<file path="config.mk">
export PLATFORM = sky130hd
export DESIGN_NAME = seg_pte_fetch
export DESIGN_NICKNAME = d
export VERILOG_FILES = /design/src/rtl/seg_pte_pkg.sv /design/src/rtl/seg_regfile.sv /design/src/rtl/seg_addr_gen.sv /design/src/rtl/seg_walk_fsm.sv /design/src/rtl/seg_pte_fetch.sv
export SDC_FILE = /design/constraint.sdc
export NUM_CORES = 1
export LEC_CHECK = 0
export ABC_AREA = 1
export BUFFER_PORTS_ARGS = -buffer_cell sky130_fd_sc_hd__buf_2
export CORE_MARGIN = 10
export CORE_UTILIZATION = 52
export DETAILED_ROUTE_END_ITERATION = 8
export MAX_ROUTING_LAYER = met4
export PLACE_DENSITY = 0.77
export SETUP_SLACK_MARGIN = 0.2
export SLEW_MARGIN = 15
export SYNTH_ARGS = -nofsm -noshare
export SYNTH_HDL_FRONTEND = slang
export SYNTH_SLANG_ARGS = --single-unit
</file>
<file path="constraint.sdc">
create_clock -name clk -period 2 [get_ports clk]
set_input_delay 0 -clock clk [delete_from_list [all_inputs] [get_ports clk]]
set_output_delay 0 -clock clk [all_outputs]
set_load 0.03 [all_outputs]
</file>
<file path="src/rtl/seg_pte_pkg.sv">
package seg_pte_pkg;
  typedef enum logic [1:0] {
    ST_OK      = 2'd0,
    ST_SEG     = 2'd1,
    ST_BOUNDS  = 2'd2,
    ST_INVALID = 2'd3
  } walk_status_e;

  typedef enum logic [1:0] {
    PH_IDLE,
    PH_REQ,
    PH_WAIT,
    PH_RESP
  } walk_phase_e;
endpackage

</file>
<file path="src/rtl/seg_regfile.sv">
module seg_regfile #(
  parameter int ADDR_W = 32,
  parameter int SEG_W  = 2,
  parameter int BND_W  = 19,
  localparam int NENT  = 1 << SEG_W,
  localparam int ENT_W = ADDR_W + BND_W
) (
  input  logic                  clk,
  input  logic                  rst_n,
  input  logic                  wr_en,
  input  logic [SEG_W-1:0]      wr_idx,
  input  logic                  wr_sel,
  input  logic [ADDR_W-1:0]     wr_data,
  input  logic [SEG_W-1:0]      rd_idx,
  output logic [ADDR_W-1:0]     rd_base,
  output logic [BND_W-1:0]      rd_bound,
  output logic [NENT*ENT_W-1:0] all_flat
);
  logic [ADDR_W-1:0] base_q  [NENT];
  logic [BND_W-1:0]  bound_q [NENT];

  for (genvar g = 0; g < NENT; g++) begin : g_ent
    if (g == 0) begin : g_unused
      assign base_q[g]  = '0;
      assign bound_q[g] = '0;
    end else begin : g_pair
      logic hit;
      assign hit = wr_en && (wr_idx == SEG_W'(g));
      always_ff @(posedge clk or negedge rst_n) begin
        if (!rst_n) begin
          base_q[g]  <= '0;
          bound_q[g] <= '0;
        end else begin
          if (hit && !wr_sel) base_q[g]  <= wr_data;
          if (hit && wr_sel)  bound_q[g] <= wr_data[BND_W-1:0];
        end
      end
    end
    assign all_flat[g*ENT_W +: ENT_W] = {base_q[g], bound_q[g]};
  end

  assign rd_base  = base_q[rd_idx];
  assign rd_bound = bound_q[rd_idx];
endmodule

</file>
<file path="src/rtl/seg_addr_gen.sv">
module seg_addr_gen #(
  parameter int ADDR_W = 32,
  parameter int SEG_W  = 2,
  parameter int VPN_W  = 18,
  parameter int ENT_LG = 2,
  localparam int BND_W = VPN_W + 1,
  localparam int PAD_W = ADDR_W - VPN_W - ENT_LG
) (
  input  logic [SEG_W-1:0]  seg,
  input  logic [VPN_W-1:0]  vpn,
  input  logic [ADDR_W-1:0] base,
  input  logic [BND_W-1:0]  bound,
  output logic              seg_zero,
  output logic              over_bound,
  output logic [ADDR_W-1:0] pte_addr
);
  assign seg_zero   = (seg == '0);
  assign over_bound = ({1'b0, vpn} >= bound);
  assign pte_addr   = base + {{PAD_W{1'b0}}, vpn, {ENT_LG{1'b0}}};
endmodule

</file>
<file path="src/rtl/seg_walk_fsm.sv">
module seg_walk_fsm
  import seg_pte_pkg::*;
#(
  parameter int ADDR_W = 32,
  parameter int DATA_W = 32
) (
  input  logic              clk,
  input  logic              rst_n,
  input  logic              start,
  input  logic              seg_zero,
  input  logic              over_bound,
  input  logic [ADDR_W-1:0] pte_addr,
  input  logic              mem_req_ready,
  input  logic              mem_rsp_valid,
  input  logic [DATA_W-1:0] mem_rsp_data,
  output logic              idle,
  output logic              mem_req_valid,
  output logic [ADDR_W-1:0] mem_req_addr,
  output logic              done,
  output logic [1:0]        status,
  output logic [DATA_W-1:0] pte
);
  walk_phase_e  ph_q, ph_d;
  walk_status_e st_q, st_d;
  logic [DATA_W-1:0] pte_q, pte_d;
  logic [ADDR_W-1:0] addr_q;
  logic addr_en, res_en;

  always_comb begin
    ph_d    = ph_q;
    st_d    = st_q;
    pte_d   = pte_q;
    addr_en = 1'b0;
    res_en  = 1'b0;
    unique case (ph_q)
      PH_IDLE: if (start) begin
        res_en = 1'b1;
        pte_d  = '0;
        if (seg_zero) begin
          st_d = ST_SEG;
          ph_d = PH_RESP;
        end else if (over_bound) begin
          st_d = ST_BOUNDS;
          ph_d = PH_RESP;
        end else begin
          st_d    = ST_OK;
          addr_en = 1'b1;
          ph_d    = PH_REQ;
        end
      end
      PH_REQ:  if (mem_req_ready) ph_d = PH_WAIT;
      PH_WAIT: if (mem_rsp_valid) begin
        res_en = 1'b1;
        if (mem_rsp_data[DATA_W-1]) begin
          st_d  = ST_OK;
          pte_d = mem_rsp_data;
        end else begin
          st_d  = ST_INVALID;
          pte_d = '0;
        end
        ph_d = PH_RESP;
      end
      PH_RESP: ph_d = PH_IDLE;
      default: ph_d = PH_IDLE;
    endcase
  end

  always_ff @(posedge clk or negedge rst_n) begin
    if (!rst_n) begin
      ph_q   <= PH_IDLE;
      st_q   <= ST_OK;
      pte_q  <= '0;
      addr_q <= '0;
    end else begin
      ph_q <= ph_d;
      if (res_en) begin
        st_q  <= st_d;
        pte_q <= pte_d;
      end
      if (addr_en) addr_q <= pte_addr;
    end
  end

  assign idle          = (ph_q == PH_IDLE);
  assign mem_req_valid = (ph_q == PH_REQ);
  assign mem_req_addr  = addr_q;
  assign done          = (ph_q == PH_RESP);
  assign status        = st_q;
  assign pte           = pte_q;
endmodule

</file>
<file path="src/rtl/seg_pte_fetch.sv">
module seg_pte_fetch #(
  parameter int ADDR_W = 32,
  parameter int SEG_W  = 2,
  parameter int OFF_W  = 12,
  parameter int ENT_LG = 2,
  localparam int VPN_W = ADDR_W - SEG_W - OFF_W,
  localparam int BND_W = VPN_W + 1,
  localparam int NENT  = 1 << SEG_W,
  localparam int FLAT_W = NENT * (ADDR_W + BND_W)
) (
  input  logic              clk,
  input  logic              rst_n,
  input  logic              miss_valid,
  input  logic [ADDR_W-1:0] miss_vaddr,
  output logic              miss_ready,
  input  logic              cfg_we,
  input  logic [SEG_W-1:0]  cfg_idx,
  input  logic              cfg_sel,
  input  logic [ADDR_W-1:0] cfg_wdata,
  output logic              cfg_ready,
  output logic              mem_req_valid,
  output logic [ADDR_W-1:0] mem_req_addr,
  input  logic              mem_req_ready,
  input  logic              mem_rsp_valid,
  input  logic [ADDR_W-1:0] mem_rsp_data,
  output logic              done,
  output logic [1:0]        status,
  output logic [ADDR_W-1:0] pte
);
  logic [SEG_W-1:0]  seg;
  logic [VPN_W-1:0]  vpn;
  logic [ADDR_W-1:0] sel_base;
  logic [BND_W-1:0]  sel_bound;
  logic [ADDR_W-1:0] pte_addr;
  logic [FLAT_W-1:0] reg_flat;
  logic seg_zero, over_bound, idle, start, wr_en;

  assign seg        = miss_vaddr[ADDR_W-1 -: SEG_W];
  assign vpn        = miss_vaddr[OFF_W +: VPN_W];
  assign cfg_ready  = idle;
  assign wr_en      = cfg_we && idle;
  assign miss_ready = idle && !cfg_we;
  assign start      = miss_valid && miss_ready;

  seg_regfile #(.ADDR_W(ADDR_W), .SEG_W(SEG_W), .BND_W(BND_W)) u_regs (
    .clk(clk), .rst_n(rst_n), .wr_en(wr_en), .wr_idx(cfg_idx),
    .wr_sel(cfg_sel), .wr_data(cfg_wdata), .rd_idx(seg),
    .rd_base(sel_base), .rd_bound(sel_bound), .all_flat(reg_flat)
  );

  seg_addr_gen #(.ADDR_W(ADDR_W), .SEG_W(SEG_W), .VPN_W(VPN_W),
                 .ENT_LG(ENT_LG)) u_agen (
    .seg(seg), .vpn(vpn), .base(sel_base), .bound(sel_bound),
    .seg_zero(seg_zero), .over_bound(over_bound), .pte_addr(pte_addr)
  );

  seg_walk_fsm #(.ADDR_W(ADDR_W), .DATA_W(ADDR_W)) u_fsm (
    .clk(clk), .rst_n(rst_n), .start(start), .seg_zero(seg_zero),
    .over_bound(over_bound), .pte_addr(pte_addr),
    .mem_req_ready(mem_req_ready), .mem_rsp_valid(mem_rsp_valid),
    .mem_rsp_data(mem_rsp_data), .idle(idle),
    .mem_req_valid(mem_req_valid), .mem_req_addr(mem_req_addr),
    .done(done), .status(status), .pte(pte)
  );
endmodule

</file>
==> impl_metrics.env, run 1 <==
export IMPL_powerDensity_mw_per_mm2=1420
export IMPL_min_path_type="input pin to flip-flop"
export IMPL_slowest_stage="dfrtp_1"
export IMPL_p_seq_share_pct=35.4
export IMPL_netlist_area_mm2=0.0112
export IMPL_holdWs_ns=0.0182
export IMPL_synth_fp_nets=1564
export IMPL_grt_overflow=0
export IMPL_final_period_utilization_pct=119
export IMPL_cts_tree="built"
export IMPL_path_max_fanout=8
export IMPL_cellLeakagePower_nw=7.85
export IMPL_dpl_hpwl_um=23400
export IMPL_wl_met3_um=3220
export IMPL_drc=0
export IMPL_ios=175
export IMPL_maxCapViolCount=0
export IMPL_clock_latency_ns=0.54
export IMPL_sw_frac_of_total_pct=40.5
export IMPL_fin_ws_ns=-0.389
export IMPL_drtIter0Drc=1185
export IMPL_pwr_share_clk_pct=21.1
export IMPL_dp_cells=1893
export IMPL_ctsHtreeMaxLevel=1
export IMPL_route_met2_wl_um=18300
export IMPL_viasPerCell=5.63
export IMPL_period_minus_slack_ns=2.39
export IMPL_max_freq_mhz=419
export IMPL_cp_start_kind="flip-flop"
export IMPL_setup_viol=34
export IMPL_final_common_cell="nand2_1"
export IMPL_peakVddDrop_uv=890
export IMPL_grt_first_pass_wirelength_um=57000
export IMPL_die_h_um=167
export IMPL_synth_top_area_cell="dfrtp_1"
export IMPL_synth_cells=1418
export IMPL_m1WireLength_um=15300
export IMPL_layout_common_cells="nand2_1 (447), dfrtp_1 (221), o21ai_0 (195), buf_2 (162), inv_1 (98)"
export IMPL_grt_max_degree=71
export IMPL_fin_skew_ns=0.0189
export IMPL_synth_area_leaders="dfrtp_1 (49%), nand2_1 (17%), o21ai_0 (9.3%)"
export IMPL_violations="negative setup slack"
export IMPL_io_buffers=162
export IMPL_dieWidth_um=167
export IMPL_relSlewSlack_pct=56.2
export IMPL_combPwrFrac_pct=43.5
export IMPL_r2r_cells=15
export IMPL_grtUsageTotal_pct=25.1
export IMPL_drt_antenna_violating_nets=0
export IMPL_wirelength_um=38900
export IMPL_synth_seq_cells=221
export IMPL_p_int_mw=13.0
export IMPL_drive_gt1_share_pct=27.0
export IMPL_seq_area_frac_synth_pct=49.3
export IMPL_area_delta_synth_final_pct=37.5
export IMPL_avgRoutedWirePerCell_um=19.2
export IMPL_antenna_found_initial=1
export IMPL_synth_cell_types=36
export IMPL_synth_top_area_share_pct=49.3
export IMPL_grt_pass1_vias=10743
export IMPL_place_congestion=0.921
export IMPL_report_final_slew_viol_count=0
export IMPL_cts_buffers=23
export IMPL_cts_root_buf="clkbuf_16"
export IMPL_arrival_ns=2.80
export IMPL_status="finished, violations left"
export IMPL_rsz0062_at_grt="true"
export IMPL_clock_sinks=221
export IMPL_drtPass1Iterations=5
export IMPL_fin_tns_setup_ns=-11.53
export IMPL_fin_area_mm2=0.0154
export IMPL_avgSynthCellArea_um2=7.91
export IMPL_vias=11429
export IMPL_placed_area_mm2=0.0131
export IMPL_initial_core_util_pct=53.2
export IMPL_clk_pin_slew_ns=0.06
export IMPL_yosysWarnings=0
export IMPL_critPathRequiredTime_ns=2.41
export IMPL_holdPathStages=5
export IMPL_core_mm2=0.0211
export IMPL_worst_setup_path_type="flip-flop to flip-flop"
export IMPL_worstMarginPinSlew_ns=0.658
export IMPL_rows=53
export IMPL_fillers=1465
export IMPL_path_cells="nand2_2, a21oi_2, a21oi_2, ha_1, nand2_1, nor2_1, nand4_1, nor2_2, nor2_2, nand3_4, nor2_4, nand2_4, clkbuf_16, nand2_4, o21ai_2"
export IMPL_slowest_delay_ns=0.41
export IMPL_endpoint_kind="flip-flop"
export IMPL_clock_path_buffers=3
export IMPL_die_area_mm2=0.0278
export IMPL_p_total_mw=21.9
export IMPL_fin_cells=2030
export IMPL_p_sw_mw=8.88
export IMPL_dr_max_layer_used="met4"
export IMPL_hold_violations=0
export IMPL_nNetsFinal=1882
[critical path: cells and delay by family (launching register included)]
kind	cells	cell delay (ns)
and+or+nand+nor	10	1.01
DFF	1	0.41
adders and majority gates	1	0.31
AOI/OAI and AO/OA	3	0.29
buffers and inverters	1	0.21
[power by group through the flow]
stage	Clock (mW)	Combinational, mW	Sequential (mW)
after floorplan	0	4.37	8.24
after global routing	4.84	10.3	7.93
after detailed placement	0	7.84	7.60
final	4.62	9.54	7.75
after CTS	4.60	8.31	7.56
after global placement	0	7.60	7.54
[what timing repair did]
| action | in CTS | in global routing |
|---|---|---|
| pin swaps | 16 | 40 |
| hold buffers | 69 | 0 |
| buffers inserted | 6 | 12 |
| hold endpoints to repair | 407 | 0 |
| gates cloned | 1 | 5 |
| resized for setup | 46 | 98 |
| setup endpoints to repair | 44 | 213 |
[cells by family (layout without fill, tap and decap cells)]
family / count (synthesis) / after routing / synth area share (%)
AOI/OAI and AO/OA: 294 / 294 / 13.9
xor gates and xnor gates: 20 / 20 / 1.56
adders and majority gates: 41 / 41 / 4.64
buffers and inverters: 173 / 508 / 6.54
DFF: 221 / 221 / 49.3
other: 0 / 2 / 0
and+or+nand+nor: 669 / 669 / 24.1
[final cells by class]
type	count	area (um^2)	share of cell area (%)
Clock buffer	35	681	4.41
Multi-Input combinational cell	1024	5520	35.8
Antenna cell	2	5.00	0.0325
Timing Repair Buffer	360	2810	18.2
Inverter	106	405	2.63
Clock inverter	7	130	0.844
Tap cell	275	344	2.23
Sequential cell	221	5530	35.9
[flip-flops by register name, indices dropped and copies added, names as in the netlist]
| signal | flops |
|---|---|
| u_fsm.mem_req_addr | 32 |
| u_fsm.ph_q | 2 |
| u_fsm.pte | 32 |
| u_fsm.status | 2 |
| u_regs.all_flat | 153 |
[layer usage]
layer | up-vias | GRT usage (%)
met5 | - | -
met4 | 0 | 9.01
met3 | 171 | 3.77
met2 | 656 | 40.5
met1 | 5392 | 31.7
li1 | 5210 | -
[synth_stat cells]
| library cell | number |
|---|---|
| xor2_1 | 6 |
| ha_1 | 40 |
| a32oi_1 | 1 |
| o21ai_1 | 4 |
| nand3_1 | 70 |
| o22ai_1 | 1 |
| dfrtp_1 | 221 |
| and2_1 | 1 |
| a21o_1 | 1 |
| o21ai_2 | 19 |
| inv_2 | 2 |
| nand2b_1 | 1 |
| nor2_1 | 71 |
| nor3_1 | 6 |
| nor2_2 | 4 |
| o21ai_0 | 209 |
| nand4_1 | 7 |
| xnor2_1 | 14 |
| clkbuf_1 | 47 |
| or2_1 | 1 |
| nand2_2 | 6 |
| a21oi_1 | 55 |
| or2_0 | 1 |
| buf_2 | 7 |
| fa_1 | 1 |
| and3_1 | 2 |
| buf_6 | 9 |
| inv_1 | 104 |
| or2_2 | 2 |
| nor2_4 | 3 |
| o21bai_1 | 2 |
| nand3_2 | 1 |
| buf_1 | 2 |
| a31oi_1 | 2 |
| nand2_1 | 493 |
| buf_4 | 2 |
[stage by stage]
| stage | setup WS [ns] | utilization [%] |
|---|---|---|
| finish | -0.389 | 73.1 |
| global route | -0.477 | 73.1 |
| CTS | -0.235 | 70.8 |
| detailed placement | -0.518 | 62.1 |
| global placement | -0.462 | 62.1 |
| floorplan | -0.0727 | - |
[final timing paths]
check                                  startpoint                     end  slack, ns
min                                       cfg_sel    u_regs.all_flat[171]       0.02
max                          u_regs.all_flat[156]  u_fsm.mem_req_addr[20]      -0.39
max reg2reg                  u_regs.all_flat[156]  u_fsm.mem_req_addr[20]      -0.39
max in group asynchronous                   rst_n           u_fsm.pte[30]       1.28
min reg2reg                u_fsm.mem_req_addr[25]  u_fsm.mem_req_addr[25]       0.47
min in group asynchronous                   rst_n  u_fsm.mem_req_addr[15]       0.09
Power figures use the tool's default switching activity.
==> run 2, diff against run 1 <==
--- a/config.mk
+++ b/config.mk
@@ -5,13 +5,12 @@
 export SDC_FILE = /design/constraint.sdc
 export NUM_CORES = 1
 export LEC_CHECK = 0
-export ABC_AREA = 1
 export BUFFER_PORTS_ARGS = -buffer_cell sky130_fd_sc_hd__buf_2
 export CORE_MARGIN = 10
-export CORE_UTILIZATION = 52
+export CORE_UTILIZATION = 51
 export DETAILED_ROUTE_END_ITERATION = 8
 export MAX_ROUTING_LAYER = met4
-export PLACE_DENSITY = 0.77
+export PLACE_DENSITY = 0.76
 export SETUP_SLACK_MARGIN = 0.2
 export SLEW_MARGIN = 15
 export SYNTH_ARGS = -nofsm -noshare
==> impl_metrics.env, run 2 <==
export IMPL_status="finished, violations left"
export IMPL_violations="negative hold slack, negative setup slack"
export IMPL_grt_overflow=0
export IMPL_synthArstFlopShare_pct=100
export IMPL_synth_area_leaders="dfrtp_1 (52%), mux2_2 (22%), ha_1 (4.7%)"
export IMPL_initial_core_util_pct=52.5
export IMPL_hold_violations=1
export IMPL_endpoint_kind="flip-flop"
export IMPL_slowest_stage="a31oi_1"
export IMPL_cts_tree="built"
export IMPL_synthFlopType="dfrtp_1"
export IMPL_core_mm2=0.0204
export IMPL_viasPerCell=6.52
export IMPL_worst_setup_path_type="flip-flop to flip-flop"
export IMPL_nNetsFinal=1422
export IMPL_peakVddDrop_uv=889
export IMPL_clock_sinks=221
export IMPL_arrival_ns=3.57
export IMPL_yosysWarnings=0
export IMPL_min_path_type="input pin to flip-flop"
export IMPL_synth_edff_count=0
export IMPL_io_buffers=162
export IMPL_worstMarginPinSlew_ns=0.698
export IMPL_area_delta_synth_final_pct=57.8
export IMPL_maxCapViolCount=0
export IMPL_r2r_cells=11
export IMPL_fin_ws_ns=-1.14
export IMPL_powerDensity_mw_per_mm2=1420
export IMPL_drc=0
export IMPL_grt_max_degree=69
export IMPL_drt_antenna_violating_nets=0
export IMPL_clock_path_buffers=3
export IMPL_dieWidth_um=165
export IMPL_drive_gt1_share_pct=56.5
export IMPL_synthTopCellsByCount="dfrtp_1 (221), mux2_2 (207), a22o_1 (56)"
export IMPL_clk_pin_slew_ns=0.06
export IMPL_dpl_hpwl_um=20600
export IMPL_placed_area_mm2=0.0134
export IMPL_fin_skew_ns=0.0290
export IMPL_synth_top_area_cell="dfrtp_1"
export IMPL_report_final_slew_viol_count=0
export IMPL_rows=52
export IMPL_rsz0062_at_grt="true"
export IMPL_ctsHtreeMaxLevel=1
export IMPL_pre_cts_slack_ns=-0.935
export IMPL_cp_start_kind="flip-flop"
export IMPL_reg2reg_from="u_regs.all_flat[189]"
export IMPL_antenna_found_initial=3
export IMPL_final_common_cell="dfrtp_1"
export IMPL_max_freq_mhz=318
export IMPL_synth_cell_types=52
export IMPL_die_h_um=165
export IMPL_hold_end="u_fsm.mem_req_addr[2]"
export IMPL_r2r_slack_ns=-1.14
export IMPL_clock_latency_ns=0.55
export IMPL_seq_area_frac_synth_pct=51.6
export IMPL_grt_pass1_vias=9807
export IMPL_final_period_utilization_pct=157
export IMPL_holdWs_ns=-0.0443
export IMPL_vias=10190
export IMPL_critPathRequiredTime_ns=2.43
export IMPL_relSlewSlack_pct=53.3
export IMPL_setup_viol=218
export IMPL_synth_cells=851
export IMPL_drtPass1Iterations=7
export IMPL_cts_buffers=25
export IMPL_path_max_fanout=4
export IMPL_slowest_delay_ns=0.46
export IMPL_largest_register_ffs=153
export IMPL_layout_common_cells="dfrtp_1 (221), buf_2 (159), mux2_4 (147), buf_4 (128), dlygate4sd3_1 (66)"
export IMPL_synth_seq_cells=221
export IMPL_grtUsageTotal_pct=27.0
export IMPL_fin_tns_setup_ns=-51.20
export IMPL_grt_first_pass_wirelength_um=56200
export IMPL_post_synth_top_count_cell="dfrtp_1"
export IMPL_netlist_area_mm2=0.0107
export IMPL_ios=175
export IMPL_period_minus_slack_ns=3.14
export IMPL_cts_hold_buf=66
export IMPL_avgSynthCellArea_um2=12.6
export IMPL_cellLeakagePower_nw=8.23
export IMPL_rr_endpoint="u_fsm.mem_req_addr[24]"
export IMPL_drtIter0Drc=1086
export IMPL_min_from="miss_vaddr[12]"
export IMPL_place_congestion=0.902
export IMPL_cts_root_buf="clkbuf_16"
export IMPL_avgRoutedWirePerCell_um=30.0
export IMPL_holdPathStages=3
export IMPL_p_total_mw=24.0
export IMPL_synth_top_area_share_pct=51.6
export IMPL_fin_area_mm2=0.0169
export IMPL_die_area_mm2=0.0272
export IMPL_path_cells="mux2_2, a22o_1, ha_1, a21oi_1, a21boi_0, a31oi_1, o2111ai_4, buf_4, a211oi_2, xor2_1, o21ai_1"
export IMPL_wirelength_um=46900
export IMPL_synth_fp_nets=997
==> run 2: changes by cell type in the layout (fill, tap and decap cells not counted), moves of 55 or more <==
cell | before | now
nand2_1 | 447 | 17
a22o_1 | 0 | 55
mux2_2 | 0 | 60
mux2_4 | 0 | 147
inv_1 | 98 | 4
o21ai_0 | 195 | 8
==> run 2: worst max path at each step <==
stage | startpoint | cells after the start | slack (ns) | endpoint
4_1_cts | u_regs.all_flat[59] | 12 | -0.78 | u_fsm.mem_req_addr[18]
5_1_grt | u_regs.all_flat[189] | 11 | -1.19 | u_fsm.mem_req_addr[24]
2_1_floorplan | miss_vaddr[31] | 15 | -0.70 | u_fsm.mem_req_addr[24]
3_5_place_dp | miss_vaddr[31] | 15 | -0.93 | u_fsm.mem_req_addr[5]
3_3_place_gp | miss_vaddr[31] | 15 | -0.86 | u_fsm.mem_req_addr[9]
6_report | u_regs.all_flat[189] | 11 | -1.14 | u_fsm.mem_req_addr[24]
==> run 2: power by group <==
group          total, mW  leakage [nW]  switching, mW  internal [mW]
logic               11.4          4.97           5.61           5.82
registers           7.70          2.85           1.42           6.28
clock network       4.85         0.408           2.01           2.84
==> run 2: cells by family (layout without fill, tap and decap cells) <==
family          Yosys count  count (layout)  synth area share, %
compound gates          194             196                 12.7
xor+xnor                 26              26                 2.12
fa+ha+maj                41              41                 4.85
buf+inv                  54             488                 2.04
flops                   221             221                 51.6
mux                     207             207                 21.7
other cells               0               4                    0
simple gates            108             111                 4.99
==> run 2: final cells by class <==
class | instances | area [um^2]
clock buffers | 31 | 698
fillers | 934 | 3510
inverters | 6 | 22.5
diodes | 4 | 10.0
multi-input cells | 581 | 6190
flip-flops and latches | 221 | 5530
well taps | 270 | 338
repair buffers | 441 | 4000
clock inverters | 10 | 134
==> run 2: what timing repair did <==
item	in CTS	in global routing
pin swaps	28	54
gates resized for setup	158	105
setup buffers	31	22
cloned	17	15
endpoints found under the setup margin	157	223
endpoints found under the hold margin	410	1
==> run 2: metal layers <==
| metal | vias up | track usage, % | share of wire (%) |
|---|---|---|---|
| met5 | - | - | 0 |
| met3 | 291 | 5.15 | 9.6 |
| met1 | 5059 | 32.1 | 36 |
| met2 | 824 | 44.5 | 47 |
| met4 | 0 | 10.5 | 7.5 |
| li1 | 4016 | - | - |
==> run 2: critical path: cells and delay by family, from the launching register on <==
kind                       cells  cell delay (ns)
muxes                          1             0.28
adders and majority gates      1             0.32
DFF                            1             0.38
AOI/OAI and AO/OA              7             1.58
buffers and inverters          1             0.21
xor gates and xnor gates       1             0.24
==> run 2: through the flow <==
stage                     util, %  cells
after global placement       65.6   1368
final                        82.8   1564
after CTS                    78.8   1523
after global routing         82.8   1563
after floorplan                 -    851
after detailed placement     65.6   1368
==> run 3, diff against run 2 <==
--- a/config.mk
+++ b/config.mk
@@ -9,6 +9,7 @@
 export CORE_MARGIN = 10
 export CORE_UTILIZATION = 51
 export DETAILED_ROUTE_END_ITERATION = 8
+export GPL_TIMING_DRIVEN = 0
 export MAX_ROUTING_LAYER = met4
 export PLACE_DENSITY = 0.76
 export SETUP_SLACK_MARGIN = 0.2
==> impl_metrics.env, run 3 (synthesis results as in run 2) <==
export IMPL_status="finished, violations left"
export IMPL_violations="negative hold slack, negative setup slack"
export IMPL_min_path_type="input pin to flip-flop"
export IMPL_route_met2_wl_um=18800
export IMPL_drtIter0Drc=694
export IMPL_m1WireLength_um=15200
export IMPL_maxCapViolCount=0
export IMPL_ios=175
export IMPL_drc=0
export IMPL_die_area_mm2=0.0272
export IMPL_grt_max_degree=108
export IMPL_nNetsFinal=1322
export IMPL_initial_core_util_pct=52.5
export IMPL_grt_pass1_vias=9292
export IMPL_final_common_cell="dfrtp_1"
export IMPL_dpl_hpwl_um=20600
export IMPL_grt_overflow=0
export IMPL_cts_root_buf="clkbuf_16"
export IMPL_max_freq_mhz=336
export IMPL_clock_path_buffers=3
export IMPL_fin_cells=1464
export IMPL_period_minus_slack_ns=2.97
export IMPL_io_buffers=160
export IMPL_rsz0062_at_grt="true"
export IMPL_peakVddDrop_uv=949
export IMPL_area_delta_synth_final_pct=50.3
export IMPL_report_final_slew_viol_count=0
export IMPL_vias=8828
export IMPL_hold_violations=1
export IMPL_cp_start_kind="flip-flop"
export IMPL_clk_pin_slew_ns=0.07
export IMPL_fin_ws_ns=-0.975
export IMPL_wirelength_um=37700
export IMPL_antenna_found_initial=1
export IMPL_core_mm2=0.0204
export IMPL_dieWidth_um=165
export IMPL_p_total_mw=22.2
export IMPL_rows=52
export IMPL_viasPerCell=6.03
export IMPL_clock_latency_ns=0.53
export IMPL_worstMarginPinSlew_ns=0.653
export IMPL_drt_antenna_violating_nets=0
export IMPL_grtUsageTotal_pct=25.7
export IMPL_endpoint_kind="flip-flop"
export IMPL_final_period_utilization_pct=149
export IMPL_arrival_ns=3.40
export IMPL_holdWs_ns=-0.112
export IMPL_ctsHtreeMaxLevel=1
export IMPL_worst_setup_path_type="flip-flop to flip-flop"
export IMPL_wl_met3_um=2470
export IMPL_cts_hold_buf=67
export IMPL_path_max_fanout=5
export IMPL_place_congestion=0.895
export IMPL_drtPass1Iterations=5
export IMPL_relSlewSlack_pct=56.4
export IMPL_placed_area_mm2=0.0127
export IMPL_avgRoutedWirePerCell_um=25.8
export IMPL_die_h_um=165
export IMPL_critPathRequiredTime_ns=2.43
export IMPL_fin_area_mm2=0.0161
export IMPL_drive_gt1_share_pct=52.6
export IMPL_cts_tree="built"
export IMPL_dr_max_layer_used="met4"
export IMPL_clock_sinks=221
export IMPL_fin_skew_ns=0.0241
export IMPL_powerDensity_mw_per_mm2=1380
export IMPL_setup_viol=176
export IMPL_layout_common_cells="dfrtp_1 (221), buf_2 (165), mux2_4 (152), dlygate4sd3_1 (66), a22o_1 (56)"
export IMPL_grt_first_pass_wirelength_um=53600
export IMPL_largest_register_ffs=153
export IMPL_cts_buffers=24
export IMPL_cellLeakagePower_nw=7.77
export IMPL_dp_cells=1283
export IMPL_fillers=1114
==> run 3: cell types whose count changed in the layout (fill, tap and decap cells not counted), sizes merged <==
cell	previous run	this run
buf	366	243
bufinv	3	4
clkbuf	40	74
clkinv	4	3
clkinvlp	2	0
diode	4	1
inv	7	6
o21bai	5	3
or2	5	2
==> run 3: final cells by class <==
cell class	instances	area, um^2	area share (%)
Clock buffer	36	727	4.51
Timing Repair Buffer	299	2470	15.3
Clock inverter	7	135	0.839
Sequential cell	221	5530	34.3
Antenna cell	1	2.50	0.0155
Inverter	6	22.5	0.140
Buffer	48	746	4.63
Tap cell	270	338	2.10
Multi-Input combinational cell	576	6140	38.1
==> run 3: timing repair <==
item,4_1_cts,5_1_grt
hold endpoints to repair,411,1
endpoints found under the setup margin,198,210
cloned,13,7
pin swaps,22,45
gates resized for setup,152,162
setup buffers,29,21
==> run 3: report_power, final <==
group	switching (mW)	leakage [nW]	total, mW	internal [mW]
clock network	1.85	0.425	4.87	3.02
registers	1.19	2.85	7.46	6.27
logic	4.80	4.50	9.87	5.07
==> run 3: worst max-delay path, stage by stage (launching register included) <==
cell       delay (ns)
dfrtp_1          0.39
mux2_2           0.27
a22o_1           0.21
ha_4             0.17
fa_2             0.36
a211oi_2         0.20
o31a_1           0.25
o21ai_4          0.09
o2111ai_4        0.34
nand2_2          0.16
a21o_1           0.21
o21ai_1          0.22
==> run 3: final timing paths <==
check	from	endpoint	slack [ns]	cells after the start
max	u_regs.all_flat[174]	u_fsm.mem_req_addr[28]	-0.97	11
min	miss_vaddr[12]	u_fsm.mem_req_addr[2]	-0.11	3
max reg2reg	u_regs.all_flat[174]	u_fsm.mem_req_addr[28]	-0.97	11
min reg2reg	u_fsm.pte[31]	u_fsm.pte[31]	0.48	1
max in group asynchronous	rst_n	u_fsm.mem_req_addr[18]	1.40	3
min in group asynchronous	rst_n	u_regs.all_flat[149]	0.08	3
==> run 3: per-stage QoR <==
step | util, % | setup slack [ns] | TNS [ns]
floorplan | - | -0.704 | -20.19
global placement | 61.8 | -2.81 | -678.73
detailed placement | 62.1 | -1.94 | -65.60
CTS | 75.0 | -0.781 | -24.90
global route | 78.9 | -0.982 | -45.23
finish | 78.9 | -0.975 | -37.12
==> run 3: metal layers <==
layer  global-route usage (%)  vias up
li1                         -     3816
met4                     8.66        0
met3                     4.68       82
met5                        -        -
met1                     32.0     4549
met2                     41.5      381
